[src/rtl/sdhc_pkg.sv]
package sdhc_pkg;
  localparam logic [11:0] OFS_CTRL    = 12'h000;
  localparam logic [11:0] OFS_BLKSZ   = 12'h010;
  localparam logic [11:0] OFS_BYTECNT = 12'h014;
  localparam logic [11:0] OFS_CMD     = 12'h018;
  localparam logic [11:0] OFS_ARG     = 12'h01C;
  localparam logic [11:0] OFS_RESP0   = 12'h020;
  localparam logic [11:0] OFS_MASK    = 12'h030;
  localparam logic [11:0] OFS_MSTAT   = 12'h034;
  localparam logic [11:0] OFS_RAW     = 12'h038;
  localparam logic [11:0] OFS_DESC    = 12'h084;
  localparam logic [11:0] OFS_DMAST   = 12'h088;
  localparam logic [11:0] OFS_DMAIE   = 12'h08C;

  localparam int CB_START = 31;
  localparam int CB_INIT  = 15;
  localparam int CB_DIR   = 10;
  localparam int CB_DATA  = 9;
  localparam int CB_RESP  = 6;

  localparam int IB_CMD_DONE  = 2;
  localparam int IB_XFER_DONE = 3;
  localparam int IB_OPCOND    = 8;
  localparam int IB_AUTO_DONE = 14;

  localparam logic [31:0] CTRL_KEEP   = 32'h0000_0034;
  localparam logic [15:0] BLKSZ_RESET = 16'h0200;

  typedef struct packed {
    logic       init;
    logic       dir_wr;
    logic       data;
    logic       resp;
    logic [5:0] idx;
  } cmd_t;

  function automatic logic is_opcond(input logic [5:0] idx);
    return (idx == 6'd1) || (idx == 6'd5) || (idx == 6'd52);
  endfunction
endpackage

[src/rtl/sdhc_cmd_seq.sv]
module sdhc_cmd_seq
  import sdhc_pkg::*;
#(
  parameter int DW         = 32,
  parameter int RESP_WORDS = 4
) (
  input  logic                     clk,
  input  logic                     rst_n,
  input  logic                     cmd_wr,
  input  logic [DW-1:0]            wdata,
  input  logic                     soft_rst,
  input  logic                     card_done,
  input  logic [RESP_WORDS*DW-1:0] card_resp,
  output cmd_t                     cmd_q,
  output logic                     busy_q,
  output logic                     cpl,
  output logic [DW-1:0]            cmd_rd,
  output logic [RESP_WORDS*DW-1:0] resp_q
);
  cmd_t cmd_d;
  logic busy_d;

  assign cpl = busy_q && card_done && !soft_rst;

  always_comb begin
    cmd_d  = cmd_q;
    busy_d = busy_q;
    if (soft_rst) begin
      cmd_d  = '0;
      busy_d = 1'b0;
    end else if (busy_q) begin
      if (card_done) busy_d = 1'b0;
    end else if (cmd_wr) begin
      cmd_d.init   = wdata[CB_INIT];
      cmd_d.dir_wr = wdata[CB_DIR];
      cmd_d.data   = wdata[CB_DATA];
      cmd_d.resp   = wdata[CB_RESP];
      cmd_d.idx    = wdata[5:0];
      busy_d       = wdata[CB_START];
    end
  end

  always_ff @(posedge clk or negedge rst_n) begin
    if (!rst_n) begin
      cmd_q  <= '0;
      busy_q <= 1'b0;
    end else begin
      cmd_q  <= cmd_d;
      busy_q <= busy_d;
    end
  end

  for (genvar w = 0; w < RESP_WORDS; w++) begin : g_resp
    always_ff @(posedge clk or negedge rst_n) begin
      if (!rst_n)   resp_q[w*DW +: DW] <= '0;
      else if (cpl) resp_q[w*DW +: DW] <= card_resp[w*DW +: DW];
    end
  end

  always_comb begin
    cmd_rd           = '0;
    cmd_rd[CB_START] = busy_q;
    cmd_rd[CB_INIT]  = cmd_q.init;
    cmd_rd[CB_DIR]   = cmd_q.dir_wr;
    cmd_rd[CB_DATA]  = cmd_q.data;
    cmd_rd[CB_RESP]  = cmd_q.resp;
    cmd_rd[5:0]      = cmd_q.idx;
  end

  p_start_clears_r2: assert property (@(posedge clk) disable iff (!rst_n)
    busy_q && card_done |=> !busy_q);
  p_resp_capture_r2: assert property (@(posedge clk) disable iff (!rst_n)
    cpl |=> resp_q == $past(card_resp));
  p_busy_hold_r3: assert property (@(posedge clk) disable iff (!rst_n)
    busy_q && !card_done && !soft_rst |=> busy_q && $stable(cmd_q));
endmodule

[src/rtl/sdhc_irq_stat.sv]
module sdhc_irq_stat
  import sdhc_pkg::*;
#(
  parameter int DW = 32
) (
  input  logic          clk,
  input  logic          rst_n,
  input  logic          soft_rst,
  input  logic          mask_wr,
  input  logic          raw_wr,
  input  logic          dmast_wr,
  input  logic [DW-1:0] wdata,
  input  logic          cpl,
  input  cmd_t          cmd,
  output logic [DW-1:0] mask_q,
  output logic [DW-1:0] raw_q,
  output logic [1:0]    dmast_q,
  output logic          irq
);
  logic [DW-1:0] mask_d, raw_d, raw_set, raw_clr;
  logic [1:0]    dma_d, dma_set, dma_clr;

  always_comb begin
    raw_set = '0;
    dma_set = '0;
    if (cpl) begin
      if (cmd.data) begin
        if (cmd.dir_wr) dma_set[0] = 1'b1;
        else            dma_set[1] = 1'b1;
        if (mask_q[IB_XFER_DONE])      raw_set[IB_XFER_DONE] = 1'b1;
        else if (mask_q[IB_AUTO_DONE]) raw_set[IB_AUTO_DONE] = 1'b1;
      end else if (cmd.resp || cmd.init) begin
        raw_set[IB_CMD_DONE] = 1'b1;
        if (is_opcond(cmd.idx)) raw_set[IB_OPCOND] = 1'b1;
      end
    end
  end

  always_comb begin
    raw_clr = raw_wr   ? wdata      : '0;
    dma_clr = dmast_wr ? wdata[1:0] : 2'b00;
    raw_d   = (raw_q & ~raw_clr) | raw_set;
    if (soft_rst) begin
      mask_d = '0;
      dma_d  = '0;
    end else begin
      mask_d = mask_wr ? wdata : mask_q;
      dma_d  = (dmast_q & ~dma_clr) | dma_set;
    end
  end

  always_ff @(posedge clk or negedge rst_n) begin
    if (!rst_n) begin
      mask_q  <= '0;
      raw_q   <= '0;
      dmast_q <= '0;
    end else begin
      mask_q  <= mask_d;
      raw_q   <= raw_d;
      dmast_q <= dma_d;
    end
  end

  assign irq = |(raw_q & mask_q);

  p_w1c_r4: assert property (@(posedge clk) disable iff (!rst_n)
    raw_wr && !cpl |=> (raw_q & $past(wdata)) == '0);
  p_dma_flag_r6: assert property (@(posedge clk) disable iff (!rst_n)
    cpl && cmd.data |=> dmast_q != 2'b00);
  p_xfer_bit_r7: assert property (@(posedge clk) disable iff (!rst_n)
    cpl && cmd.data && mask_q[IB_XFER_DONE] && !mask_wr |=> raw_q[IB_XFER_DONE]);
  p_cmd_bit_r8: assert property (@(posedge clk) disable iff (!rst_n)
    cpl && !cmd.data && (cmd.resp || cmd.init) |=> raw_q[IB_CMD_DONE]);
endmodule

[src/rtl/sdhc_cmd_ctrl.sv]
module sdhc_cmd_ctrl
  import sdhc_pkg::*;
#(
  parameter int DW         = 32,
  parameter int AW         = 12,
  parameter int RESP_WORDS = 4,
  parameter int BLK_W      = 16
) (
  input  logic                     clk,
  input  logic                     rst_n,
  input  logic                     bus_wr,
  input  logic [AW-1:0]            bus_addr,
  input  logic [DW-1:0]            bus_wdata,
  output logic [DW-1:0]            bus_rdata,
  output logic                     card_req,
  output logic [5:0]               card_idx,
  output logic [DW-1:0]            card_arg,
  output logic                     card_init,
  output logic                     card_data,
  output logic                     card_dir_wr,
  output logic                     card_resp_exp,
  input  logic                     card_done,
  input  logic [RESP_WORDS*DW-1:0] card_resp,
  output logic                     irq
);
  localparam int BYTES = DW / 8;

  logic soft_rst, wr_ctrl, wr_blk, wr_cnt, wr_cmd, wr_arg, wr_mask, wr_raw, wr_desc, wr_dmast, wr_dmaie;
  logic [DW-1:0]    ctrl_q, ctrl_d, cnt_q, cnt_d, arg_q, arg_d, desc_q, desc_d, dmaie_q, dmaie_d;
  logic [BLK_W-1:0] blk_q, blk_d;
  cmd_t             cmd_q;
  logic             busy_q, cpl;
  logic [DW-1:0]    cmd_rd, mask_q, raw_q;
  logic [1:0]       dmast_q;
  logic [RESP_WORDS*DW-1:0] resp_q;

  assign wr_ctrl  = bus_wr && (bus_addr == OFS_CTRL);
  assign wr_blk   = bus_wr && (bus_addr == OFS_BLKSZ);
  assign wr_cnt   = bus_wr && (bus_addr == OFS_BYTECNT);
  assign wr_cmd   = bus_wr && (bus_addr == OFS_CMD);
  assign wr_arg   = bus_wr && (bus_addr == OFS_ARG);
  assign wr_mask  = bus_wr && (bus_addr == OFS_MASK);
  assign wr_raw   = bus_wr && (bus_addr == OFS_RAW);
  assign wr_desc  = bus_wr && (bus_addr == OFS_DESC);
  assign wr_dmast = bus_wr && (bus_addr == OFS_DMAST);
  assign wr_dmaie = bus_wr && (bus_addr == OFS_DMAIE);
  assign soft_rst = wr_ctrl && bus_wdata[0];

  always_comb begin
    ctrl_d  = ctrl_q;
    blk_d   = wr_blk   ? bus_wdata[BLK_W-1:0] : blk_q;
    cnt_d   = wr_cnt   ? bus_wdata : cnt_q;
    dmaie_d = wr_dmaie ? bus_wdata : dmaie_q;
    arg_d   = wr_arg   ? bus_wdata : arg_q;
    desc_d  = wr_desc  ? bus_wdata : desc_q;
    if (soft_rst) begin
      ctrl_d = '0;
      arg_d  = '0;
      desc_d = '0;
    end else if (wr_ctrl) begin
      ctrl_d = bus_wdata & CTRL_KEEP;
    end
  end

  always_ff @(posedge clk or negedge rst_n) begin
    if (!rst_n) begin
      ctrl_q  <= '0;
      blk_q   <= BLKSZ_RESET[BLK_W-1:0];
      cnt_q   <= '0;
      arg_q   <= '0;
      desc_q  <= '0;
      dmaie_q <= '0;
    end else begin
      ctrl_q  <= ctrl_d;
      blk_q   <= blk_d;
      cnt_q   <= cnt_d;
      arg_q   <= arg_d;
      desc_q  <= desc_d;
      dmaie_q <= dmaie_d;
    end
  end

  sdhc_cmd_seq #(.DW(DW), .RESP_WORDS(RESP_WORDS)) u_seq (
    .clk(clk), .rst_n(rst_n), .cmd_wr(wr_cmd), .wdata(bus_wdata), .soft_rst(soft_rst),
    .card_done(card_done), .card_resp(card_resp), .cmd_q(cmd_q), .busy_q(busy_q),
    .cpl(cpl), .cmd_rd(cmd_rd), .resp_q(resp_q)
  );

  sdhc_irq_stat #(.DW(DW)) u_irq (
    .clk(clk), .rst_n(rst_n), .soft_rst(soft_rst), .mask_wr(wr_mask), .raw_wr(wr_raw),
    .dmast_wr(wr_dmast), .wdata(bus_wdata), .cpl(cpl), .cmd(cmd_q),
    .mask_q(mask_q), .raw_q(raw_q), .dmast_q(dmast_q), .irq(irq)
  );

  assign card_req      = busy_q;
  assign card_idx      = cmd_q.idx;
  assign card_arg      = arg_q;
  assign card_init     = cmd_q.init;
  assign card_data     = cmd_q.data;
  assign card_dir_wr   = cmd_q.dir_wr;
  assign card_resp_exp = cmd_q.resp;

  always_comb begin
    bus_rdata = '0;
    unique case (bus_addr)
      OFS_CTRL:    bus_rdata = ctrl_q;
      OFS_BLKSZ:   bus_rdata = DW'(blk_q);
      OFS_BYTECNT: bus_rdata = cnt_q;
      OFS_CMD:     bus_rdata = cmd_rd;
      OFS_ARG:     bus_rdata = arg_q;
      OFS_MASK:    bus_rdata = mask_q;
      OFS_MSTAT:   bus_rdata = raw_q & mask_q;
      OFS_RAW:     bus_rdata = raw_q;
      OFS_DESC:    bus_rdata = desc_q;
      OFS_DMAST:   bus_rdata = DW'(dmast_q);
      OFS_DMAIE:   bus_rdata = dmaie_q;
      default:     bus_rdata = '0;
    endcase
    for (int w = 0; w < RESP_WORDS; w++) begin
      if (bus_addr == AW'(int'(OFS_RESP0) + w * BYTES)) bus_rdata = resp_q[w*DW +: DW];
    end
  end

  p_soft_clear_r10: assert property (@(posedge clk) disable iff (!rst_n)
    soft_rst |=> !card_req && mask_q == '0 && arg_q == '0 && dmast_q == 2'b00);
  p_irq_masked_r5: assert property (@(posedge clk) disable iff (!rst_n)
    irq |-> (raw_q & mask_q) != '0);
endmodule

[config.mk]
export PLATFORM = sky130hd
export DESIGN_NAME = sdhc_cmd_ctrl
export DESIGN_NICKNAME = d
export VERILOG_FILES = /design/src/rtl/sdhc_pkg.sv /design/src/rtl/sdhc_cmd_seq.sv /design/src/rtl/sdhc_irq_stat.sv /design/src/rtl/sdhc_cmd_ctrl.sv
export SDC_FILE = /design/constraint.sdc
export NUM_CORES = 1
export LEC_CHECK = 0
export BUFFER_PORTS_ARGS = -buffer_cell sky130_fd_sc_hd__buf_4
export CELL_PAD_IN_SITES_DETAIL_PLACEMENT = 0
export CELL_PAD_IN_SITES_GLOBAL_PLACEMENT = 1
export CORE_MARGIN = 2
export CORE_UTILIZATION = 45
export DETAILED_ROUTE_END_ITERATION = 16
export HOLD_SLACK_MARGIN = 0.12
export PLACE_DENSITY_LB_ADDON = 0.1
export SLEW_MARGIN = 30
export SYNTH_ARGS = -nofsm -noshare
export SYNTH_HDL_FRONTEND = slang
export SYNTH_SLANG_ARGS = --single-unit
[constraint.sdc]
create_clock -name clk -period 3.8 [get_ports clk]
set_input_delay 0.76 -clock clk [delete_from_list [all_inputs] [get_ports clk]]
set_output_delay 0.76 -clock clk [all_outputs]
set_load 0.01 [all_outputs]
Word-level counts from Yosys, hierarchy flattened
Cells that the tools add are included.
{"block": "totals", "reg_bits": 381, "input_bits": 176, "out_inout_bits": 76, "word_cells": 109}
{"block": "op_classes", "eq_ne": 18, "mux": 40, "bitwise_logic": 7, "reduce_logical": 25}
{"op": "32-bit two-way mux", "count": 13}
{"op": "32-bit one-hot mux with 11 select lines", "count": 1}
{"op": "12-bit by 6-bit equality test with 1-bit output, second input constant", "count": 7}
{"op": "32-bit AND", "count": 2}
{"op": "12-bit by 5-bit equality test with 1-bit output, second input constant", "count": 4}
{"op": "12-bit by 8-bit equality test with 1-bit output, second input constant", "count": 3}
{"op": "32-bit inverter", "count": 1}
{"op": "32-bit by 15-bit OR with 32-bit output", "count": 1}
{"op": "32-bit OR reduction", "count": 1}
{"op": "10-bit two-way mux", "count": 3}
{"op": "1-bit two-way mux", "count": 18}
{"op": "1-bit logical AND", "count": 13}
{"op": "12-bit zero test", "count": 1}
{"op": "2-bit two-way mux", "count": 5}
{"op": "2-bit nonzero test", "count": 5}
{"op": "6-bit by 1-bit equality test with 1-bit output, second input constant", "count": 1}
{"op": "6-bit by 3-bit equality test with 1-bit output, second input constant", "count": 1}
{"op": "6-bit equality test, second input constant", "count": 1}
{"op": "1-bit logical OR", "count": 3}
{"op": "2-bit AND", "count": 1}
{"op": "2-bit by 1-bit != test with 1-bit output, second input constant", "count": 1}
{"op": "2-bit inverter", "count": 1}
{"op": "2-bit OR", "count": 1}
{"op": "2-bit AND reduction", "count": 1}
{"op": "1-bit zero test", "count": 1}

Logic depth before layout (Yosys ltp)
Gate-level depths: netlist of run 1.
{"block": "logic_depth", "word_depth": 8, "ltp_mapped": 9, "depth_no_buf": 5}

Hierarchy
Synthesis of run 1 repeated with hierarchy kept, for this count alone.
{"block": "unflattened", "cells_unflattened": 1595, "hier_area_um2": 18177.4}
{"module": "sdhc_cmd_ctrl", "n_inst": 1, "cells_per_inst": 1027, "area_each_um2": 9560.4, "seq_area_each_um2": 3679.8}
{"module": "sdhc_cmd_seq", "n_inst": 1, "cells_per_inst": 354, "area_each_um2": 5969.5, "seq_area_each_um2": 3478.3}
{"module": "sdhc_irq_stat", "n_inst": 1, "cells_per_inst": 214, "area_each_um2": 2647.5, "seq_area_each_um2": 1651.6}

Least setup slack after synthesis of run 1
Ideal clock, no wire load.
{"block": "synth_path", "path_kind": "input to output", "from": "in bus_addr[6]", "to": "out bus_rdata[2]", "arrival_time_ps": 2653, "required_time_ps": 3040, "path_slack_ps": 387, "cell_stages": 8, "n_path_buf": 3, "cell_sequence": "clkbuf_1 > or4b_2 > buf_2 > nor2_1 > buf_2 > o2bb2ai_1 > a31oi_1 > a311oi_1"}
{"block": "synth_between", "elab_chain_len": 6, "elab_cells_between_ends": 20, "classes_between": "14 x eq/ne; 5 x mux; 1 x reduce/logical"}
{"item": "start: declaration", "line_no": "sdhc_cmd_ctrl.sv:12", "source": "input logic [AW-1:0] bus_addr,"}
{"item": "12-bit by 8-bit equality test with 1-bit output (tied with other cells)", "line_no": "sdhc_cmd_ctrl.sv:105", "source": "unique case (bus_addr)"}
{"item": "32-bit one-hot mux with 11 select lines", "line_no": "sdhc_cmd_ctrl.sv:105"}
{"item": "32-bit two-way mux (3 in series)", "line_no": "sdhc_cmd_ctrl.sv:120", "source": "if (bus_addr == AW'(int'(OFS_RESP0) + w * BYTES)) bus_rdata = resp_q[w*DW +: DW];"}
{"item": "32-bit two-way mux (*)", "line_no": "sdhc_cmd_ctrl.sv:120"}
{"item": "end: declaration", "line_no": "sdhc_cmd_ctrl.sv:14", "source": "output logic [DW-1:0] bus_rdata,"}
Every way passes the cells marked *; elsewhere a longest branch is shown, timed or not.

Worst setup path after layout of run 1
{"block": "layout_path", "from": "in bus_addr[9]", "to": "out bus_rdata[9]"}
The elaborated chain is that of the path after synthesis.

==> impl_metrics.env, run 1 <==
export IMPL_cp_arrival_ns=2.98
export IMPL_tritoncts="built"
export IMPL_yosys_cell_types_count=71
export IMPL_worst_ir_drop_vdd_v=0.000313
export IMPL_grt_pass1_wl_um=93100
export IMPL_first_pass_iters=6
export IMPL_fin_worst_skew_ns=0.0161
export IMPL_worstSkewPairLatency_ns=0.56
export IMPL_detail_route_wl_per_cell_um=25.9
export IMPL_power_per_cell_area_mw_per_mm2=368
export IMPL_final_hold_viol_count=0
export IMPL_via_count=14422
export IMPL_rows=71
export IMPL_netlist_top_cells_area="sky130_fd_sc_hd__dfrtp_1, sky130_fd_sc_hd__mux2_2, sky130_fd_sc_hd__mux2_1"
export IMPL_cts_max_level=2
export IMPL_finalSetupTns_ns=0
export IMPL_max_slew_margin_rel_pct=47.6
export IMPL_routed_wirelength_um=63000
export IMPL_min_period_over_period_pct=98.5
export IMPL_synthesized_area_divided_by_synthesized_cell_count_um2=10.7
export IMPL_synthFlopType="sky130_fd_sc_hd__dfrtp_1"
export IMPL_cts_root_buf="sky130_fd_sc_hd__clkbuf_16"
export IMPL_timing_rr_end="u_seq.resp_q[10]$_DFFE_PN0P_"
export IMPL_cts_clk_slew_worst_paths_ns=0.06
export IMPL_synth_cells_most_frequent="sky130_fd_sc_hd__dfrtp_1, sky130_fd_sc_hd__nand2_1, sky130_fd_sc_hd__a21oi_1, sky130_fd_sc_hd__mux2_2, sky130_fd_sc_hd__mux2_1"
export IMPL_antenna_left=0
export IMPL_clock_buffers_created_by_tritoncts=39
export IMPL_grt_max_degree=102
export IMPL_timing_critical_path_to_type="output pin"
export IMPL_die_width_um=199
export IMPL_worstPathRequired_ns=3.04
export IMPL_reg2reg_slack_ns=1.69
export IMPL_reg2reg_start="u_seq.busy_q$_DFF_PN0_"
export IMPL_antenna_diode_count=0
export IMPL_yosysTopAreaCellShare_pct=51.4
export IMPL_post_drt_via_cell_ratio=5.93
export IMPL_cts_sinks=352
export IMPL_crit_path_class="in2out"
export IMPL_startpoint_kind_of_the_worst_setup_timing_path="primary input"
export IMPL_port_buffers=251
export IMPL_num_nets_final=2066
export IMPL_drc=0
export IMPL_maxSlewViolCount=0
export IMPL_chip_height_um=199
export IMPL_hold_path_class="in2async"
export IMPL_ios=252
export IMPL_yosysWarnings=0
export IMPL_transition_time_of_the_tightest_slew_check_pin_ns=0.786
export IMPL_cts_hold_buffers=0
export IMPL_synth_sequential_area_ratio_pct=51.6
export IMPL_report_final_setup_viol=0
export IMPL_maxClockFrequency_mhz=267
export IMPL_setup_repair_after_global_routing_missed_its_margin="false"
export IMPL_drive_gt1_share_pct=29.7
export IMPL_synthToLayoutAreaGrowth_pct=25.9
export IMPL_cts_setup_buffers=0
export IMPL_initial_utilization_pct=45.6
export IMPL_antenna_found_initial=0
export IMPL_leakagePower_nw=10.3
export IMPL_crit_path_start="bus_addr[9]"
export IMPL_cts_repair_resized=0
export IMPL_final_min_clock_period_ns=3.74
export IMPL_syn_instance_count=1599
export IMPL_critPathCapture="bus_rdata[9]"
export IMPL_dr_first_iter_drc_count=1171
export IMPL_cts_buffer_depth=3
export IMPL_dieArea_mm2=0.0395
export IMPL_synthArstFlopShare_pct=100
export IMPL_filler_cell_count=3315
export IMPL_drv_cap=0
export IMPL_synth_cell_area_mm2=0.0171
export IMPL_cell_with_the_most_instances_after_synthesis="sky130_fd_sc_hd__dfrtp_1"
export IMPL_status="complete, no violations"
export IMPL_number_of_global_route_vias_before_repair=14010
export IMPL_routabilityCongestion=0.963
export IMPL_overflow=0
export IMPL_synth_ff_latch_count=352
export IMPL_utilization_pct=57.4
export IMPL_synth_top_cell_by_area="sky130_fd_sc_hd__dfrtp_1"
export IMPL_grt_util_overall_pct=32.1
export IMPL_dpl_hpwl_um=46500
export IMPL_critPathMaxFanout=22
export IMPL_core_mm2=0.0375
export IMPL_r2r_worst_path_cells=4
export IMPL_synth_fp_nets=1775
export IMPL_synth_edf_count=0
[logic make-up (layout without fill, tap and decap cells)]
kind of cell    after synthesis  in the layout  share of synthesized area (%)
compound gates              448            448                           17.2
flops                       352            352                           51.6
buf+inv                     128            449                           3.51
mux                         236            236                           15.5
simple gates                435            435                           12.2
[placed cells by master, fill, tap and decap left out, drive strengths merged, types with 12 or more instances in the layout]
cell    netlist  routed
a22oi        61      61
a21boi       28      28
nor2         39      39
o21ai        79      79
o22ai        14      14
a21o         15      15
a211oi       12      12
a21oi       134     134
buf          49     374
a22o         21      21
dfrtp       351     351
nor3         14      14
and3         14      14
clkbuf       75      61
mux2        209     209
nand2       257     257
mux2i        25      25
nor2b        18      18
nand3        27      27
[stage by stage]
step	hold slack, ns	area (um2)	power [W]	cells	setup WS (ns)
6_report	0.255	21500	0.00791	2431	0.0563
5_1_grt	0.305	21500	0.00816	2431	0.00870
4_1_cts	0.276	21500	0.00798	2431	0.0108
3_5_place_dp	0.470	20300	0.00432	2360	0.0331
3_3_place_gp	0.463	20300	0.00432	2360	0.0669
2_1_floorplan	0.449	17100	0.00395	1599	0.387
[power breakdown]
group          internal [W]  switching (W)  total (W)
Sequential          0.00376     0.00000990    0.00377
Combinational      0.000200       0.000281   0.000481
Clock               0.00210        0.00157    0.00366
[sequential cells by signal, indices dropped and copies added, names as in the netlist]
signal and count:
u_seq.resp_q 128, card_arg 32, cnt_q 32, desc_q 32, dmaie_q 32, u_irq.mask_q 32
u_irq.raw_q 32, blk_q 16, u_seq.cmd_q 10, ctrl_q 3, u_irq.dmast_q 2, u_seq.busy_q 1
[metal layers]
layer / share of wire [%] / GRT usage [%] / vias to the layer above
li1: - / - / 6435
met1: 45 / 48.0 / 7263
met2: 42 / 46.1 / 647
met3: 9.8 / 8.05 / 77
met4: 2.2 / 8.65 / 0
met5: 0 / 0 / -
[worst max-delay path, stage by stage]
cell and delay (ns):
sky130_fd_sc_hd__buf_4 0.12, sky130_fd_sc_hd__nor4_2 0.50, sky130_fd_sc_hd__buf_12 0.23, sky130_fd_sc_hd__nand3_1 0.30, sky130_fd_sc_hd__o2bb2ai_1 0.37, sky130_fd_sc_hd__a2111oi_0 0.13, sky130_fd_sc_hd__buf_4 0.16, sky130_fd_sc_hd__nor3_1 0.23
sky130_fd_sc_hd__buf_4 0.17
[how the worst min path moves through the flow]
stage | cells past startpoint | to | start | slack, ns
3_3_place_gp | 1 | u_seq.resp_q[40]$_DFFE_PN0P_ | u_seq.resp_q[40]$_DFFE_PN0P_ | 0.46
5_1_grt | 1 | u_seq.resp_q[39]$_DFFE_PN0P_ | rst_n | 0.31
6_report | 1 | u_seq.resp_q[103]$_DFFE_PN0P_ | rst_n | 0.26
2_1_floorplan | 2 | blk_q[0]$_DFFE_PN0P_ | blk_q[0]$_DFFE_PN0P_ | 0.45
3_5_place_dp | 1 | u_seq.resp_q[45]$_DFFE_PN0P_ | u_seq.resp_q[45]$_DFFE_PN0P_ | 0.47
4_1_cts | 1 | u_seq.resp_q[103]$_DFFE_PN0P_ | rst_n | 0.28
[area by class of cell]
cell class | count | area, um2 | area share [%]
well taps | 511 | 639 | 2.97
flip-flops and latches | 352 | 8810 | 40.9
clock inverters | 10 | 72.6 | 0.337
inverters | 4 | 15.0 | 0.0698
multi-input cells | 1119 | 7750 | 36.0
repair buffers | 374 | 3080 | 14.3
clock buffers | 61 | 1150 | 5.35
Note: power is estimated with default switching activity, not from simulation.
==> inputs of run 2 (changes only) <==
==> constraint.sdc (replaced) <==
create_clock -name clk -period 3.8 [get_ports clk]
set_input_delay 0.95 -clock clk [delete_from_list [all_inputs] [get_ports clk]]
set_output_delay 0.95 -clock clk [all_outputs]
set_load 0.01 [all_outputs]
==> run 2 against run 1 <==
The flow now finishes with violations (setup timing). Sequential power about the same. Final cell count increased by 6.2%. Via count increased by 5.1%. Maximum frequency decreased by 2.1%. Power increased by 3.5%. Worst hold slack improved by 0.18 ns. First-iteration DRC count increased by 9.6%. Count of clock-buffer cells in the layout increased by 2. Die area unchanged. Largest power group is now the clock network. Highest routed layer is now met5.
==> impl_metrics.env, run 2 (synthesis results as in run 1) <==
export IMPL_status="complete, but fails checks"
export IMPL_failed_checks="setup timing"
export IMPL_port_buffers=251
export IMPL_post_drt_via_cell_ratio=5.87
export IMPL_min_period_over_period_pct=101
export IMPL_path_cells="buf_6, or4_4, buf_6, nor2_4, buf_6, buf_6, nand3_4, a311oi_2, buf_4, buf_6"
export IMPL_max_flop_register="u_seq.resp_q"
export IMPL_synthToLayoutAreaGrowth_pct=39.0
export IMPL_grt_max_degree=87
export IMPL_maxSlewViolCount=0
export IMPL_cts_clk_slew_worst_paths_ns=0.05
export IMPL_hold_path_class="in2async"
export IMPL_mostFrequentLayoutCell="sky130_fd_sc_hd__buf_4"
export IMPL_drc=0
export IMPL_rows=71
export IMPL_clock_buffers_created_by_tritoncts=40
export IMPL_critPathMaxFanout=5
export IMPL_grt_pass1_wl_um=97800
export IMPL_chip_height_um=199
export IMPL_cp_slowest_stage_delay_ns=0.63
export IMPL_worstSkewPairLatency_ns=0.57
export IMPL_maxClockFrequency_mhz=261
export IMPL_layout_cells_most_common_list="sky130_fd_sc_hd__buf_4, sky130_fd_sc_hd__dfrtp_1, sky130_fd_sc_hd__nand2_1"
export IMPL_first_pass_iters=5
export IMPL_worstPathRequired_ns=2.85
export IMPL_ios=252
export IMPL_routabilityCongestion=0.971
export IMPL_cts_hold_buffers=0
export IMPL_largest_register_ff_count=128
export IMPL_dpl_hpwl_um=48700
export IMPL_leakagePower_nw=11.4
export IMPL_cts_sinks=352
export IMPL_initial_utilization_pct=45.6
export IMPL_tritoncts="built"
export IMPL_final_min_clock_period_ns=3.82
export IMPL_cts_buffer_depth=3
export IMPL_final_hold_viol_count=0
export IMPL_preCtsSetupSlack_ns=-0.422
export IMPL_finalWorstSetupSlack_ns=-0.0245
export IMPL_grt_util_overall_pct=33.7
export IMPL_core_mm2=0.0375
export IMPL_worst_path_max_delay_cell="sky130_fd_sc_hd__or4_4"
export IMPL_transition_time_of_the_tightest_slew_check_pin_ns=0.797
export IMPL_routed_wirelength_um=66000
export IMPL_cts_root_buf="sky130_fd_sc_hd__clkbuf_16"
export IMPL_startpoint_kind_of_the_worst_setup_timing_path="primary input"
export IMPL_setup_repair_after_global_routing_missed_its_margin="true"
export IMPL_overflow=0
export IMPL_power_per_cell_area_mw_per_mm2=345
export IMPL_detail_route_wl_per_cell_um=25.6
export IMPL_critical_path_top_cell_by_count="sky130_fd_sc_hd__buf_6"
export IMPL_crit_path_class="in2out"
export IMPL_r2r_worst_path_cells=5
export IMPL_report_final_setup_viol=2
export IMPL_number_of_global_route_vias_before_repair=15067
export IMPL_max_slew_margin_rel_pct=46.9
export IMPL_finalSetupTns_ns=-0.0379
export IMPL_die_width_um=199
export IMPL_reg2reg_slack_ns=1.81
export IMPL_worst_ir_drop_vdd_v=0.000306
export IMPL_num_nets_final=2215
export IMPL_dieArea_mm2=0.0395
export IMPL_drive_gt1_share_pct=39.5
export IMPL_cp_arrival_ns=2.87
export IMPL_antenna_left=0
export IMPL_antenna_found_initial=3
export IMPL_filler_cell_count=3108
export IMPL_drv_cap=0
export IMPL_cts_max_level=2
export IMPL_timing_critical_path_to_type="output pin"
export IMPL_finalPower_w=0.00819
export IMPL_via_count=15158
export IMPL_finish_cell_count_without_fillers=2582
export IMPL_fin_worst_skew_ns=0.0247
export IMPL_timing_rr_end="u_seq.resp_q[8]$_DFFE_PN0P_"
export IMPL_place_detailed_instances=2486
export IMPL_dr_first_iter_drc_count=1283
export IMPL_whs_ns=0.432
export IMPL_reg2reg_start="u_seq.busy_q$_DFF_PN0_"
-- run 2: cell types whose count changed in the layout (fill, tap and decap cells not counted), sizes merged --
cell / before / now
buf: 374 / 522
clkbuf: 61 / 63
clkinvlp: 3 / 1
diode: 0 / 2
bufinv: 0 / 1
-- run 2: stage by stage --
stage / instance area, um2 / utilization [%]
floorplan: 17100 / -
global placement: 21400 / 57.1
detailed placement: 21400 / 57.1
CTS: 23300 / 62.2
global route: 23700 / 63.3
finish: 23700 / 63.3
-- run 2: area by class of cell --
type	instances	area, um2	share of cell area [%]
Inverter	4	15.0	0.0632
Multi-Input combinational cell	1119	8470	35.7
Sequential cell	352	8810	37.1
Timing Repair Buffer	522	4500	18.9
Clock inverter	9	87.6	0.369
Clock buffer	63	1220	5.13
Antenna cell	2	5.00	0.0211
Tap cell	511	639	2.69
-- run 2: timing repair --
item,CTS,global route
buffers inserted,20,11
endpoints found under the setup margin,32,32
gates resized for setup,110,89
pin swaps,15,42
gates cloned,2,0
-- run 2: layer usage --
| metal | global-route usage [%] | vias to the layer above | share of wire [%] |
|---|---|---|---|
| met5 | 0 | - | 0.014 |
| met4 | 9.56 | 2 | 2.8 |
| met3 | 9.07 | 97 | 9.5 |
| met2 | 49.2 | 640 | 42 |
| met1 | 49.3 | 7649 | 45 |
| li1 | - | 6770 | - |
-- run 2: worst max path at each step --
| stage | slack (ns) | cells past startpoint | from | to |
|---|---|---|---|---|
| after detailed placement | -0.42 | 10 | bus_addr[4] | bus_rdata[13] |
| after global placement | -0.73 | 10 | bus_addr[4] | bus_rdata[13] |
| final | -0.02 | 10 | bus_addr[9] | bus_rdata[3] |
| after floorplan | 0.007 | 8 | bus_addr[6] | bus_rdata[2] |
| after CTS | -0.09 | 11 | bus_addr[10] | bus_rdata[3] |
| after global routing | -0.06 | 10 | bus_addr[9] | bus_rdata[3] |
-- run 2: report_power, final --
part / switching, W / total (W) / internal, W
clock: 0.00158 / 0.00384 / 0.00227
combinational: 0.000314 / 0.000578 / 0.000264
sequential: 0.0000101 / 0.00377 / 0.00376
total: 0.00190 / 0.00819 / 0.00629
-- run 2: critical path, delay by kind of cell --
kind | cells | cell delay [ns]
compound gates | 1 | 0.30
buf+inv | 6 | 0.74
simple gates | 3 | 0.86
==> inputs of run 3 (changes only) <==
--- a/config.mk
+++ b/config.mk
@@ -5,11 +5,13 @@
 export SDC_FILE = /design/constraint.sdc
 export NUM_CORES = 1
 export LEC_CHECK = 0
+export ABC_AREA = 1
 export BUFFER_PORTS_ARGS = -buffer_cell sky130_fd_sc_hd__buf_4
 export CELL_PAD_IN_SITES_DETAIL_PLACEMENT = 0
 export CELL_PAD_IN_SITES_GLOBAL_PLACEMENT = 1
 export CORE_MARGIN = 2
-export CORE_UTILIZATION = 45
+export CORE_UTILIZATION = 43
+export CTS_BUF_LIST = sky130_fd_sc_hd__clkbuf_8
 export DETAILED_ROUTE_END_ITERATION = 16
 export HOLD_SLACK_MARGIN = 0.12
 export PLACE_DENSITY_LB_ADDON = 0.1
==> run 3 against run 2 <==
The run now ends clean. Global-route usage down 4.5 points. Sequential power up 5%. Non-clock buffer count down 162. Area after synthesis up 0.62%. Routed wire length down 7.9%. Count of clock-buffer cells in the layout up 17. First-iteration DRC count up 7.2%. Sequential cell count unchanged. Maximum frequency up 3.3%. Setup slack better by 0.12 ns. Final cell count up 22%. Critical path type unchanged. Critical endpoint is now bus_rdata[30]. Largest power group is now sequential cells.
==> impl_metrics.env, run 3 <==
export IMPL_status="complete, no violations"
export IMPL_die_width_um=204
export IMPL_worst_ir_drop_vdd_v=0.000259
export IMPL_initial_utilization_pct=43.4
export IMPL_cp_slowest_stage_delay_ns=0.20
export IMPL_routabilityCongestion=0.910
export IMPL_cts_max_level=2
export IMPL_largest_register_ff_count=128
export IMPL_synth_cells_most_frequent="sky130_fd_sc_hd__nand2_1, sky130_fd_sc_hd__dfrtp_1, sky130_fd_sc_hd__inv_1, sky130_fd_sc_hd__o21ai_0, sky130_fd_sc_hd__nor2_1"
export IMPL_number_of_global_route_vias_before_repair=16064
export IMPL_reg2reg_slack_ns=2.00
export IMPL_fin_worst_skew_ns=0.0270
export IMPL_synthArstFlopShare_pct=100
export IMPL_max_slew_margin_rel_pct=48.8
export IMPL_drive_gt1_share_pct=20.4
export IMPL_timing_critical_path_to_type="output pin"
export IMPL_min_path_cells=2
export IMPL_post_drt_via_cell_ratio=5.18
export IMPL_synth_top_family_by_area="simple AND/OR/NAND/NOR gates"
export IMPL_cell_with_the_most_instances_after_synthesis="sky130_fd_sc_hd__nand2_1"
export IMPL_cp_arrival_ns=2.75
export IMPL_synth_simple_gate_area_share_pct=29.9
export IMPL_clock_buffers_created_by_tritoncts=61
export IMPL_critical_path_top_cell_by_count="sky130_fd_sc_hd__buf_4"
export IMPL_reg2reg_start="u_seq.busy_q$_DFF_PN0_"
export IMPL_core_mm2=0.0396
export IMPL_finalPower_w=0.00796
export IMPL_crit_path_class="in2out"
export IMPL_dr_first_iter_drc_count=1376
export IMPL_tritoncts="built"
export IMPL_cts_sinks=352
export IMPL_drv_cap=0
export IMPL_synth_top_cell_by_area="sky130_fd_sc_hd__dfrtp_1"
export IMPL_critPathMaxFanout=11
export IMPL_grt_max_degree=151
export IMPL_synthesized_area_divided_by_synthesized_cell_count_um2=7.61
export IMPL_timing_hold_worst_endpoint="u_seq.resp_q[54]$_DFFE_PN0P_"
export IMPL_drc=0
export IMPL_transition_time_of_the_tightest_slew_check_pin_ns=0.762
export IMPL_preCtsSetupSlack_ns=0.00294
export IMPL_overflow=0
export IMPL_first_pass_iters=5
export IMPL_worstPathRequired_ns=2.85
export IMPL_synthXorXnorAreaFrac_pct=0
export IMPL_maxClockFrequency_mhz=270
export IMPL_cts_buffer_depth=3
export IMPL_synth_edf_count=0
export IMPL_yosys_cell_types_count=36
export IMPL_place_detailed_instances=3014
export IMPL_finalWorstSetupSlack_ns=0.0963
export IMPL_num_nets_final=2741
export IMPL_leakagePower_nw=11.9
export IMPL_path_cells="buf_4, nor2_4, nand2_4, inv_4, nand2_2, nor2_2, buf_12, buf_4, nand2_1, o21ai_0, a21oi_1, nand4_1, o21ai_1, nand3_1, buf_4"
export IMPL_report_final_setup_viol=0
export IMPL_synthMuxAreaShare_pct=0
export IMPL_placement_cell_area_mm2=0.0202
export IMPL_synth_cell_area_mm2=0.0172
export IMPL_synth_compound_gate_area_share_pct=10.2
export IMPL_yosysWarnings=0
export IMPL_syn_instance_count=2259
export IMPL_cts_clk_slew_worst_paths_ns=0.05
export IMPL_rows=73
export IMPL_antenna_diode_count=0
export IMPL_antenna_left=0
export IMPL_timing_rr_end="u_seq.resp_q[7]$_DFFE_PN0P_"
export IMPL_routed_wirelength_um=60800
export IMPL_maxSlewViolCount=0
export IMPL_synth_fp_nets=2435
export IMPL_chip_height_um=204
export IMPL_finish_cell_count_without_fillers=3141
export IMPL_port_buffers=251
export IMPL_final_design_area_no_fill_mm2=0.0218
export IMPL_grt_pass1_wl_um=92300
export IMPL_hold_path_class="reg2reg"
export IMPL_yosysTopAreaCellShare_pct=51.1
export IMPL_synth_ff_latch_count=352
export IMPL_startpoint_kind_of_the_worst_setup_timing_path="primary input"
export IMPL_worstSkewPairLatency_ns=0.65
export IMPL_synth_adder_area_share_pct=0
export IMPL_power_per_cell_area_mw_per_mm2=365
export IMPL_mostFrequentLayoutCell="sky130_fd_sc_hd__nand2_1"
export IMPL_final_min_clock_period_ns=3.70
export IMPL_cts_root_buf="sky130_fd_sc_hd__clkbuf_8"
export IMPL_ios=252
export IMPL_final_hold_viol_count=0
export IMPL_grt_util_overall_pct=29.2
export IMPL_antenna_found_initial=1
export IMPL_synthFlopType="sky130_fd_sc_hd__dfrtp_1"
export IMPL_via_count=16268
export IMPL_dieArea_mm2=0.0416
export IMPL_max_flop_register="u_seq.resp_q"
export IMPL_synth_sequential_area_ratio_pct=51.2
export IMPL_layout_cells_most_common_list="sky130_fd_sc_hd__nand2_1, sky130_fd_sc_hd__dfrtp_1, sky130_fd_sc_hd__buf_4"
export IMPL_worst_path_max_delay_cell="sky130_fd_sc_hd__nor2_2"
export IMPL_detail_route_wl_per_cell_um=19.4
export IMPL_min_period_over_period_pct=97.5
export IMPL_r2r_worst_path_cells=7
export IMPL_netlist_top_cells_area="sky130_fd_sc_hd__dfrtp_1, sky130_fd_sc_hd__nand2_1, sky130_fd_sc_hd__inv_1"
export IMPL_synthToLayoutAreaGrowth_pct=26.7
export IMPL_dpl_hpwl_um=42000
export IMPL_worstHoldStart="u_seq.resp_q[54]$_DFFE_PN0P_"
-- run 3: power breakdown --
| group | internal [W] | switching [W] | total, W |
|---|---|---|---|
| registers | 0.00389 | 0.0000739 | 0.00396 |
| logic | 0.000219 | 0.000271 | 0.000491 |
| clock network | 0.00188 | 0.00163 | 0.00351 |
| total | 0.00599 | 0.00198 | 0.00796 |
-- run 3: repair_timing --
item / in CTS / in global routing
gates resized for setup: 1 / 48
hold buffers: 1 / 0
endpoints found under the hold margin: 18 / 0
setup endpoints to repair: 1 / 31
buffers inserted: 0 / 9
cloned: 0 / 3
pin swaps: 0 / 30
-- run 3: worst max-delay path: cells and delay by family --
kind / cells / cell delay [ns]
and+or+nand+nor: 7 / 0.85
buffers and inverters: 5 / 0.68
AOI/OAI and AO/OA: 3 / 0.26
-- run 3: worst max path at each step --
stage	startpoint	end	slack (ns)	cells past startpoint
finish	bus_addr[11]	bus_rdata[30]	0.1	15
global placement	bus_addr[4]	bus_rdata[26]	-0.005	15
floorplan	bus_addr[11]	bus_rdata[29]	0.63	15
global route	bus_addr[4]	bus_rdata[10]	-0.0003	19
CTS	bus_addr[7]	bus_rdata[25]	0.02	15
detailed placement	bus_addr[4]	bus_rdata[26]	0.003	15
-- run 3: logic make-up after synthesis --
| family | after synthesis |
|---|---|
| buffers and inverters | 351 |
| DFF | 352 |
| and+or+nand+nor | 1231 |
| AOI/OAI and AO/OA | 325 |
-- run 3: area by class of cell --
cell class | instances | area [um2]
inverter | 234 | 888
sequential | 352 | 8810
multi-input combinational | 1556 | 7020
clock buffer | 80 | 1100
clock inverter | 34 | 151
timing repair buffer | 360 | 3160
tap | 525 | 657
fill | 3951 | 17900
-- run 3: layer usage --
| layer | share of wire [%] | vias to the layer above | GRT usage (%) | wire length (um) |
|---|---|---|---|---|
| met4 | 4.3 | 2 | 14.1 | 2630 |
| li1 | - | 7751 | - | - |
| met5 | 0.023 | - | 0 | 14 |
| met2 | 48 | 553 | 47.7 | 29100 |
| met3 | 6.2 | 144 | 4.42 | 3740 |
| met1 | 42 | 7818 | 38.1 | 25400 |
-- run 3: metrics by stage --
stage / util [%] / hold WS, ns / TNS, ns
4_1_cts: 54.2 / 0.435 / 0
3_3_place_gp: 51.0 / 0.454 / -0.00512
2_1_floorplan: - / 0.441 / 0
6_report: 55.0 / 0.470 / 0
3_5_place_dp: 51.0 / 0.458 / 0
5_1_grt: 55.0 / 0.458 / -0.000328
